**config.mk**
```make
export PLATFORM = sky130hd
export DESIGN_NAME = uop_slot_steer
export DESIGN_NICKNAME = d
export VERILOG_FILES = /design/src/rtl/uss_pkg.sv /design/src/rtl/uss_ctrl.sv /design/src/rtl/uss_datapath.sv /design/src/rtl/uop_slot_steer.sv
export SDC_FILE = /design/constraint.sdc
export NUM_CORES = 1
export LEC_CHECK = 0
export ABC_CLOCK_PERIOD_IN_PS = 5500
export BUFFER_PORTS_ARGS = -buffer_cell sky130_fd_sc_hd__clkbuf_2
export CORE_AREA = 3 3 134 71
export CTS_CLUSTER_SIZE = 24
export DETAILED_ROUTE_END_ITERATION = 10
export DIE_AREA = 0 0 137 74
export PLACE_DENSITY = 0.65
export SYNTH_ARGS = -nofsm -noshare
export SYNTH_HDL_FRONTEND = slang
export SYNTH_SLANG_ARGS = --single-unit
```
**constraint.sdc**
```tcl
create_clock -name clk -period 5.5 [get_ports clk]
set_clock_uncertainty 0.05 [all_clocks]
set_input_delay 0.55 -clock clk [delete_from_list [all_inputs] [get_ports clk]]
set_output_delay 0.55 -clock clk [all_outputs]
set_load 0.01 [all_outputs]
```
**src/rtl/uss_pkg.sv**
```systemverilog
package uss_pkg;
  localparam int LANES = 3;

  typedef struct packed {
    logic [LANES-1:0] take;
    logic             seqIssue;
    logic             hold;
  } steer_ctrl_t;
endpackage

```
**src/rtl/uss_ctrl.sv**
```systemverilog
module uss_ctrl
  import uss_pkg::*;
#(
  parameter int CNT_W       = 5,
  parameter int COMPLEX_MAX = 4,
  parameter int SEQ_RATE    = 4,
  parameter int CONS_W      = 2
) (
  input  logic                   clk,
  input  logic                   rstN,
  input  logic                   stallIn,
  input  logic [LANES-1:0]       inValid,
  input  logic [LANES*CNT_W-1:0] inUops,
  output steer_ctrl_t            strobe,
  output logic [CNT_W-1:0]       seqChunk,
  output logic [CONS_W-1:0]      consumed
);
  logic [CNT_W-1:0] remaining, remainingNext;
  logic             active;
  logic [CNT_W-1:0] lead;
  logic             leadLong;
  logic [LANES-1:0] chain;

  assign active   = (remaining != '0);
  assign lead     = inUops[CNT_W-1:0];
  assign leadLong = inValid[0] && (lead > CNT_W'(COMPLEX_MAX));
  assign chain[0] = inValid[0] && !leadLong;

  generate
    for (genvar i = 1; i < LANES; i++) begin : g_simple
      assign chain[i] = chain[i-1] && inValid[i] &&
                        (inUops[i*CNT_W +: CNT_W] == CNT_W'(1));
    end
  endgenerate

  function automatic logic [CNT_W-1:0] capChunk(input logic [CNT_W-1:0] left);
    return (left > CNT_W'(SEQ_RATE)) ? CNT_W'(SEQ_RATE) : left;
  endfunction

  always_comb begin
    strobe        = '0;
    strobe.hold   = stallIn;
    seqChunk      = '0;
    remainingNext = remaining;
    if (!stallIn) begin
      if (active) begin
        strobe.seqIssue = 1'b1;
        seqChunk        = capChunk(remaining);
        remainingNext   = remaining - seqChunk;
      end else if (leadLong) begin
        strobe.take[0]  = 1'b1;
        strobe.seqIssue = 1'b1;
        seqChunk        = capChunk(lead);
        remainingNext   = lead - seqChunk;
      end else begin
        strobe.take = chain;
      end
    end
  end

  always_comb begin
    consumed = '0;
    for (int i = 0; i < LANES; i++) begin
      consumed = consumed + CONS_W'(strobe.take[i]);
    end
  end

  always_ff @(posedge clk or negedge rstN) begin
    if (!rstN) remaining <= '0;
    else       remaining <= remainingNext;
  end
endmodule

```
**src/rtl/uss_datapath.sv**
```systemverilog
module uss_datapath
  import uss_pkg::*;
#(
  parameter int DATA_W = 16,
  parameter int CNT_W  = 5,
  parameter int SUM_W  = 3
) (
  input  logic                    clk,
  input  logic                    rstN,
  input  steer_ctrl_t             strobe,
  input  logic [CNT_W-1:0]        seqChunk,
  input  logic [LANES*DATA_W-1:0] inData,
  input  logic [LANES*CNT_W-1:0]  inUops,
  output logic [LANES-1:0]        slotValid,
  output logic [LANES*DATA_W-1:0] slotData,
  output logic [SUM_W-1:0]        uopCount,
  output logic                    fromSeq
);
  logic [CNT_W-1:0] groupSum;
  logic [SUM_W-1:0] countNext;

  always_comb begin
    groupSum = '0;
    for (int i = 0; i < LANES; i++) begin
      if (strobe.take[i]) groupSum = groupSum + inUops[i*CNT_W +: CNT_W];
    end
    countNext = strobe.seqIssue ? SUM_W'(seqChunk) : SUM_W'(groupSum);
  end

  generate
    for (genvar i = 0; i < LANES; i++) begin : g_slot
      logic seqHere;
      assign seqHere = (i == 0) && strobe.seqIssue;
      always_ff @(posedge clk or negedge rstN) begin
        if (!rstN) begin
          slotValid[i]                 <= 1'b0;
          slotData[i*DATA_W +: DATA_W] <= '0;
        end else if (!strobe.hold) begin
          slotValid[i] <= strobe.take[i] | seqHere;
          if (strobe.take[i]) slotData[i*DATA_W +: DATA_W] <= inData[i*DATA_W +: DATA_W];
        end
      end
    end
  endgenerate

  always_ff @(posedge clk or negedge rstN) begin
    if (!rstN) begin
      uopCount <= '0;
      fromSeq  <= 1'b0;
    end else if (!strobe.hold) begin
      uopCount <= countNext;
      fromSeq  <= strobe.seqIssue;
    end
  end
endmodule

```
**src/rtl/uop_slot_steer.sv**
```systemverilog
module uop_slot_steer
  import uss_pkg::*;
#(
  parameter int DATA_W      = 16,
  parameter int CNT_W       = 5,
  parameter int COMPLEX_MAX = 4,
  parameter int SEQ_RATE    = 4,
  localparam int PEAK       = (COMPLEX_MAX + LANES - 1 > SEQ_RATE) ? COMPLEX_MAX + LANES - 1 : SEQ_RATE,
  localparam int SUM_W      = $clog2(PEAK + 1),
  localparam int CONS_W     = $clog2(LANES + 1)
) (
  input  logic                    clk,
  input  logic                    rstN,
  input  logic                    stallIn,
  input  logic [LANES-1:0]        inValid,
  input  logic [LANES*DATA_W-1:0] inData,
  input  logic [LANES*CNT_W-1:0]  inUops,
  output logic [CONS_W-1:0]       consumed,
  output logic [LANES-1:0]        slotValid,
  output logic [LANES*DATA_W-1:0] slotData,
  output logic [SUM_W-1:0]        uopCount,
  output logic                    fromSeq
);
  steer_ctrl_t      strobe;
  logic [CNT_W-1:0] seqChunk;

  uss_ctrl #(
    .CNT_W(CNT_W), .COMPLEX_MAX(COMPLEX_MAX), .SEQ_RATE(SEQ_RATE), .CONS_W(CONS_W)
  ) ctrl_i (
    .clk(clk), .rstN(rstN), .stallIn(stallIn), .inValid(inValid), .inUops(inUops),
    .strobe(strobe), .seqChunk(seqChunk), .consumed(consumed)
  );

  uss_datapath #(
    .DATA_W(DATA_W), .CNT_W(CNT_W), .SUM_W(SUM_W)
  ) dp_i (
    .clk(clk), .rstN(rstN), .strobe(strobe), .seqChunk(seqChunk),
    .inData(inData), .inUops(inUops), .slotValid(slotValid), .slotData(slotData),
    .uopCount(uopCount), .fromSeq(fromSeq)
  );
endmodule

```
==> flow_summary.json, run 1 <==
{
  "cap_violations": 0,
  "worstSetupPathType": "input port to output port",
  "n_antenna_cell": 0,
  "grtUsageTotal": 0.1369,
  "dominantRegCellSynth": "dfrtp_1",
  "min_period_ns": 3.702,
  "finalHoldViolCount": 0,
  "detail-route-antenna-nets": 0,
  "power.density_nw_per_um2": 372.9,
  "fin_tns_setup_ns": 0,
  "crit_arrival_ns": 3.10,
  "crit_required_ns": 4.90,
  "clk_latency_ns": 0.32,
  "seqPwrFrac": 0.409,
  "path_max_fanout": 22,
  "clkTransAtPathRegs_ns": 0.05,
  "syn_area_per_cell_um2": 11.05,
  "yosysMostFrequentCell": "nand2_1",
  "power_switching_w": 0.0004474,
  "synth_edf_count": 0,
  "yosysTopAreaCell": "dfrtp_1",
  "synth_cell_types": 45,
  "startpoint_type": "input port",
  "dieWidth_um": 137,
  "drtIter0Drc": 121,
  "reg2reg_from": "ctrl_i.remaining[0]",
  "path_cells": "clkbuf_2 > nor2_4 > and3_4 > and2_4 > inv_2 > nor2_4 > nand3_1 > fa_1 > inv_1 > clkbuf_2",
  "fin_ws_ns": 1.798,
  "grt_first_pass_wirelength_um": 10650,
  "layoutNonFillerInstCount": 510,
  "clock_sinks": 60,
  "pwr-share-clk": 0.351,
  "synthTopCellsByCount": "nand2_1, dfrtp_1, mux2_2, inv_1, mux2_4",
  "yosys-top-cells-area": "dfrtp_1, mux2_2, nand2_1",
  "drive_gt1_frac": 0.4758,
  "cts_root_buffer": "clkbuf_16",
  "grt_pass1_vias": 2179,
  "drt_pre_antenna_iters": 4,
  "power.leakage_nw": 2.111,
  "rows": 24,
  "post_cts_buffers": 0,
  "status": "finished, final reports clean",
  "relSlewSlack": 0.3739,
  "cpMaxStageDelayCell": "fa_1",
  "clockBufferDepth": 2,
  "cts_made_buffers": 9,
  "core_um2": 8528,
  "r2r_cells": 13,
  "vdd_drop_max_mv": 0.2108,
  "placed_cell_area_um2": 3602,
  "yosysWarningCount": 0,
  "worstMarginPinSlew_ns": 0.9361,
  "routed_via_density": 4.447,
  "fin_area_um2": 3872,
  "cp_slowest_stage_delay_ns": 0.56,
  "syn_to_final_growth_pct": 34.80,
  "syn_inst": 260,
  "dp.final_hpwl_um": 5226,
  "ctsHoldBuffers": 0,
  "grt_max_degree": 61,
  "die_area_um2": 10140,
  "fin_crit_sh": 0.6731,
  "initial_utilization": 0.3369,
  "drc": 0,
  "ys_async_sr_fraction": 1.000,
  "syn_area_um2": 2873,
  "cts_resized": 0,
  "cp-end-kind": "output port",
  "netlist.area_leader.share": 0.5226,
  "switching_share": 0.3099,
  "dp_slack_ns": 1.579,
  "min_path_type": "input port to asynchronous set/reset pin",
  "place_inst": 495,
  "ioPinCount": 126,
  "h-tree-depth": 3,
  "timing.final.max_slew_violations": 0,
  "finish.net_count": 466,
  "tritoncts": "done",
  "antenna_found_initial": 0,
  "rsz0062_at_grt": "no",
  "setup-violations-final": 0,
  "synth_seq_cells": 60,
  "comb_power_share": 0.240,
  "drt_wl_total_um": 6897,
  "worstReg2RegEnd": "dp_i.uopCount[2]",
  "gp_congestion": 0.7877,
  "io_buffers": 125,
  "p_int_w": 0.0009965,
  "overflow": 0,
  "yosysSeqAreaShare": 0.5226,
  "num_vias": 2268,
  "rrSetupSlack_ns": 1.91,
  "routedWlPerCell_um": 13.52,
  "fmax_mhz": 270.1,
  "die_h_um": 74
}
==> per-stage QoR <==
step | utilization | total power (W) | hold WS [ns]
after floorplan | - | 0.0007922 | 0.2044
after global placement | 0.4224 | 0.0009415 | 0.4081
after detailed placement | 0.4224 | 0.0009474 | 0.4121
after CTS | 0.4541 | 0.001462 | 0.3582
after global routing | 0.4541 | 0.001535 | 0.3663
final | 0.4541 | 0.001444 | 0.3342
==> sequential cells by signal (all words and copies together) (netlist names) <==
register and cells:
dp_i.slotData 48, ctrl_i.remaining 5, dp_i.slotValid 3, dp_i.uopCount 3, dp_i.fromSeq 1
==> power by group through the flow <==
stage | clock network, W | registers [W] | logic [W]
detailed placement | 0 | 0.000595 | 0.000352
CTS | 0.000519 | 0.000590 | 0.000352
finish | 0.000507 | 0.000590 | 0.000347
floorplan | 0 | 0.000620 | 0.000172
global placement | 0 | 0.000595 | 0.000346
global route | 0.000541 | 0.000602 | 0.000392
==> placed cells by master (no fill, tap or decap), types with 2 or more instances in the layout <==
master,Yosys,routed
o21a_1,2,2
fa_1,3,3
ha_1,5,5
nor2_1,8,8
nor3_1,7,7
conb_1,2,3
mux2i_1,2,2
o21ai_0,8,8
nor2_4,2,2
a21oi_1,8,8
clkbuf_2,0,125
clkbuf_8,0,2
clkbuf_16,0,9
clkbuf_1,4,2
clkinv_2,0,2
mux2_2,24,24
nand3_1,2,2
and4bb_2,2,2
inv_1,10,10
o211ai_1,2,2
nand2b_1,2,2
dfrtp_1,60,60
a211oi_1,2,2
nand3b_1,2,2
nand2_1,66,66
mux2_4,10,10
o221ai_1,2,2
nor2_2,3,3
==> logic make-up after synthesis <==
kind of cell,Yosys count,share of synthesized area
adder cells (fa/ha/maj),8,0.04268
multiplexers,36,0.1533
buffers and inverters,20,0.03309
XOR/XNOR,1,0.003049
AND/OR/NAND/NOR,104,0.1790
other,2,0.002614
flip-flops,60,0.5226
AO/OA/AOI/OAI,29,0.06359
==> how the worst max path moves through the flow <==
stage | end | cells past startpoint | start
after floorplan | dp_i.uopCount[2] | 16 | stallIn
after global placement | dp_i.uopCount[2] | 14 | stallIn
after detailed placement | dp_i.uopCount[2] | 14 | stallIn
after CTS | consumed[0] | 9 | ctrl_i.remaining[0]
after global routing | consumed[0] | 10 | stallIn
final | consumed[0] | 10 | stallIn
==> worst max-delay path, delay by kind of cell <==
family                     cells  cell delay (ns)
adders and majority gates      1             0.56
buffers and inverters          4             0.63
and+or+nand+nor                5             1.35
==> per-layer routing <==
metal  GRT usage  part of all wire  wire length, um
met1      0.1647              0.41             2827
met2      0.2339              0.54             3746
met3     0.04459             0.035              238
met4     0.05088             0.012               85
met5           0                 0                0
==> cell type report <==
| class | instances | area [um2] |
|---|---|---|
| Timing Repair Buffer | 126 | 633.1 |
| Sequential cell | 60 | 1501 |
| Multi-Input combinational cell | 181 | 1280 |
| Inverter | 11 | 41.29 |
| Tap cell | 117 | 146.4 |
| Fill cell | 827 | 4656 |
| Clock buffer | 13 | 260.3 |
| Clock inverter | 2 | 10.01 |
Note: power is estimated with default switching activity, not from simulation.
==> inputs of run 2 (changes only) <==
--- a/config.mk
+++ b/config.mk
@@ -5,13 +5,14 @@
 export SDC_FILE = /design/constraint.sdc
 export NUM_CORES = 1
 export LEC_CHECK = 0
-export ABC_CLOCK_PERIOD_IN_PS = 5500
+export ABC_AREA = 1
+export ABC_CLOCK_PERIOD_IN_PS = 3250
 export BUFFER_PORTS_ARGS = -buffer_cell sky130_fd_sc_hd__clkbuf_2
-export CORE_AREA = 3 3 134 71
+export CORE_AREA = 3 3 136 72
 export CTS_CLUSTER_SIZE = 24
 export DETAILED_ROUTE_END_ITERATION = 10
-export DIE_AREA = 0 0 137 74
-export PLACE_DENSITY = 0.65
+export DIE_AREA = 0 0 139 75
+export PLACE_DENSITY = 0.67
 export SYNTH_ARGS = -nofsm -noshare
 export SYNTH_HDL_FRONTEND = slang
 export SYNTH_SLANG_ARGS = --single-unit
==> constraint.sdc (replaced) <==
create_clock -name clk -period 3.25 [get_ports clk]
set_clock_uncertainty 0.05 [all_clocks]
set_input_delay 0.325 -clock clk [delete_from_list [all_inputs] [get_ports clk]]
set_output_delay 0.325 -clock clk [all_outputs]
set_load 0.01 [all_outputs]
==> flow_summary.json, run 2 <==
{
  "startpoint": "ctrl_i.remaining[4]",
  "ys_async_sr_fraction": 1.000,
  "netlist.area_leader.share": 0.5100,
  "grt_first_pass_wirelength_um": 11670,
  "worst-path-buf-inv": 1,
  "path_cells": "nor2_2 > nand2_2 > nor2_4 > buf_4 > nand4_1 > fa_1 > nand2_1 > nand2_1 > fa_1 > xnor2_1 > nand4_1 > nand3_1 > nand3_1 > a21oi_1",
  "cap_violations": 0,
  "routedWlPerCell_um": 13.12,
  "cts_made_buffers": 9,
  "io_buffers": 125,
  "die_h_um": 75,
  "final_common_cell": "clkbuf_2",
  "overflow": 0,
  "setup-violations-final": 0,
  "rows": 24,
  "n_antenna_cell": 0,
  "clk_latency_ns": 0.32,
  "largest_reg_flops": 48,
  "clockBufferDepth": 2,
  "timing.final.max_slew_violations": 0,
  "drtIter0Drc": 155,
  "vdd_drop_max_mv": 0.3406,
  "synth_seq_cells": 60,
  "finish.net_count": 512,
  "yosysSeqAreaShare": 0.5100,
  "fillCellCount": 861,
  "core_um2": 8648,
  "syn_to_final_growth_pct": 36.25,
  "drt_pre_antenna_iters": 5,
  "finalHoldViolCount": 0,
  "clkTransAtPathRegs_ns": 0.05,
  "multi_input_area_um2": 1289,
  "dominantRegCellSynth": "dfrtp_1",
  "p_int_w": 0.001722,
  "register_area_um2": 1501,
  "cts_root_buffer": "clkbuf_16",
  "detail-route-antenna-nets": 0,
  "yosysMostFrequentCell": "nand2_1",
  "hp-start": "inData[19]",
  "yosys-top-cells-area": "dfrtp_1, nand2_1, mux2_4",
  "cp_slowest_stage_delay_ns": 0.48,
  "cpMaxStageDelayCell": "fa_1",
  "seqPwrFrac": 0.396,
  "grt_max_degree": 25,
  "num_vias": 2435,
  "power_switching_w": 0.0007024,
  "worstMarginPinSlew_ns": 0.6443,
  "antenna_found_initial": 0,
  "drive_gt1_frac": 0.4295,
  "reg2reg_from": "ctrl_i.remaining[4]",
  "initial_utilization": 0.3404,
  "totalPowerFinal_w": 0.002425,
  "relSlewSlack": 0.5704,
  "min_path_type": "input port to register",
  "status": "finished, final reports clean",
  "tritoncts": "done",
  "post_cts_buffers": 0,
  "crit_arrival_ns": 3.14,
  "syn_area_um2": 2944,
  "yosysWarningCount": 0,
  "drc": 0,
  "min_period_ns": 2.943,
  "synthTopCellsByCount": "nand2_1, dfrtp_1, inv_1, nor2_1",
  "path_delay_family": "simple AND/OR/NAND/NOR gates",
  "path_max_fanout": 13,
  "dieWidth_um": 139,
  "syn_area_per_cell_um2": 9.846,
  "drt_wl_total_um": 7310,
  "dp.final_hpwl_um": 5706,
  "cp-end-kind": "register",
  "fin_tns_setup_ns": 0,
  "power.leakage_nw": 2.363,
  "gp_congestion": 0.7935,
  "top_register": "dp_i.slotData",
  "final_cell_mix": "clkbuf_2, nand2_1, dfrtp_1, inv_1, nor2_1",
  "worstSetupPathType": "register to register",
  "rsz0062_at_grt": "no",
  "synth_cell_types": 33,
  "switching_share": 0.2897,
  "yosysTopAreaCell": "dfrtp_1",
  "comb_power_share": 0.226,
  "top_regs": "dp_i.slotData x48, ctrl_i.remaining x5",
  "clock_sinks": 60,
  "pwr-share-clk": 0.378,
  "power.density_nw_per_um2": 604.4,
  "routed_via_density": 4.372,
  "crit_required_ns": 3.45,
  "fin_crit_sh": 0.9054,
  "grt_pass1_vias": 2384,
  "ioPinCount": 126,
  "die_area_um2": 10430,
  "grtUsageTotal": 0.1438,
  "synth_edf_count": 0,
  "fmax_mhz": 339.8,
  "syn_inst": 299,
  "h-tree-depth": 3,
  "holdWs_ns": 0.1460,
  "startpoint_type": "register"
}
==> run 2: cells by family after synthesis <==
logic type      share of synthesized area
flops                              0.5100
compound gates                    0.03400
buf+inv                           0.05355
mux                                0.1428
xor+xnor                         0.005951
other cells                      0.002551
fa+ha+maj                         0.04165
simple gates                       0.2095
==> run 2: area by class of cell <==
class	instances	share of cell area
clock inverter	5	0.01310
inverter	27	0.02527
sequential	60	0.3743
timing repair buffer	133	0.1716
tap	117	0.03649
clock buffer	11	0.05802
multi-input combinational	204	0.3213
==> run 2: through the flow <==
| stage | utilization | setup WS (ns) | cells | area, um2 |
|---|---|---|---|---|
| after detailed placement | 0.4297 | 0.3259 | 540 | 3716 |
| after floorplan | - | 0.1760 | 300 | 2948 |
| after global routing | 0.4638 | 0.07627 | 557 | 4011 |
| after CTS | 0.4638 | 0.3032 | 557 | 4011 |
| after global placement | 0.4297 | 0.3994 | 540 | 3716 |
| final | 0.4638 | 0.3074 | 557 | 4011 |
==> run 2: path summary, 6_finish.rpt <==
check	endpoint	slack, ns	depth (start not counted)
setup / recovery	dp_i.uopCount[2]	0.31	14
hold / removal	dp_i.slotData[19]	0.15	3
setup reg to reg	dp_i.uopCount[2]	0.31	14
hold reg to reg	dp_i.slotData[22]	0.43	2
max in group asynchronous	dp_i.slotData[9]	1.92	3
min in group asynchronous	dp_i.slotData[46]	0.52	2
==> run 2: worst register-to-register path, delay by kind of cell, from the launching register on <==
| kind | cells | cell delay [ns] |
|---|---|---|
| AO/OA/AOI/OAI | 1 | 0.13 |
| XOR/XNOR | 1 | 0.16 |
| adder cells (fa/ha/maj) | 2 | 0.89 |
| buffers and inverters | 1 | 0.19 |
| flip-flops | 1 | 0.40 |
| AND/OR/NAND/NOR | 9 | 1.05 |
==> run 2: per-layer routing <==
metal / vias to the layer above / GRT usage / wire (um)
met3: 15 / 0.04188 / 258
met2: 47 / 0.2488 / 3798
met4: 0 / 0.06508 / 146
met5: - / 0 / 0
met1: 1138 / 0.1717 / 3106
li1: 1235 / - / -
==> run 2: repair_timing <==
action | CTS | global route
hold buffers | 1 | 0
resized for setup | 0 | 0
endpoints found under the hold margin | 22 | 0
==> run 2: power groups by stage <==
stage                     registers (W)  clock network (W)  logic (W)
after CTS                      0.000961           0.000939   0.000555
after detailed placement       0.000972                  0   0.000552
final                          0.000960           0.000916   0.000548
after global placement         0.000970                  0   0.000545
after global routing           0.000979           0.000976   0.000616
after floorplan                 0.00101                  0   0.000279
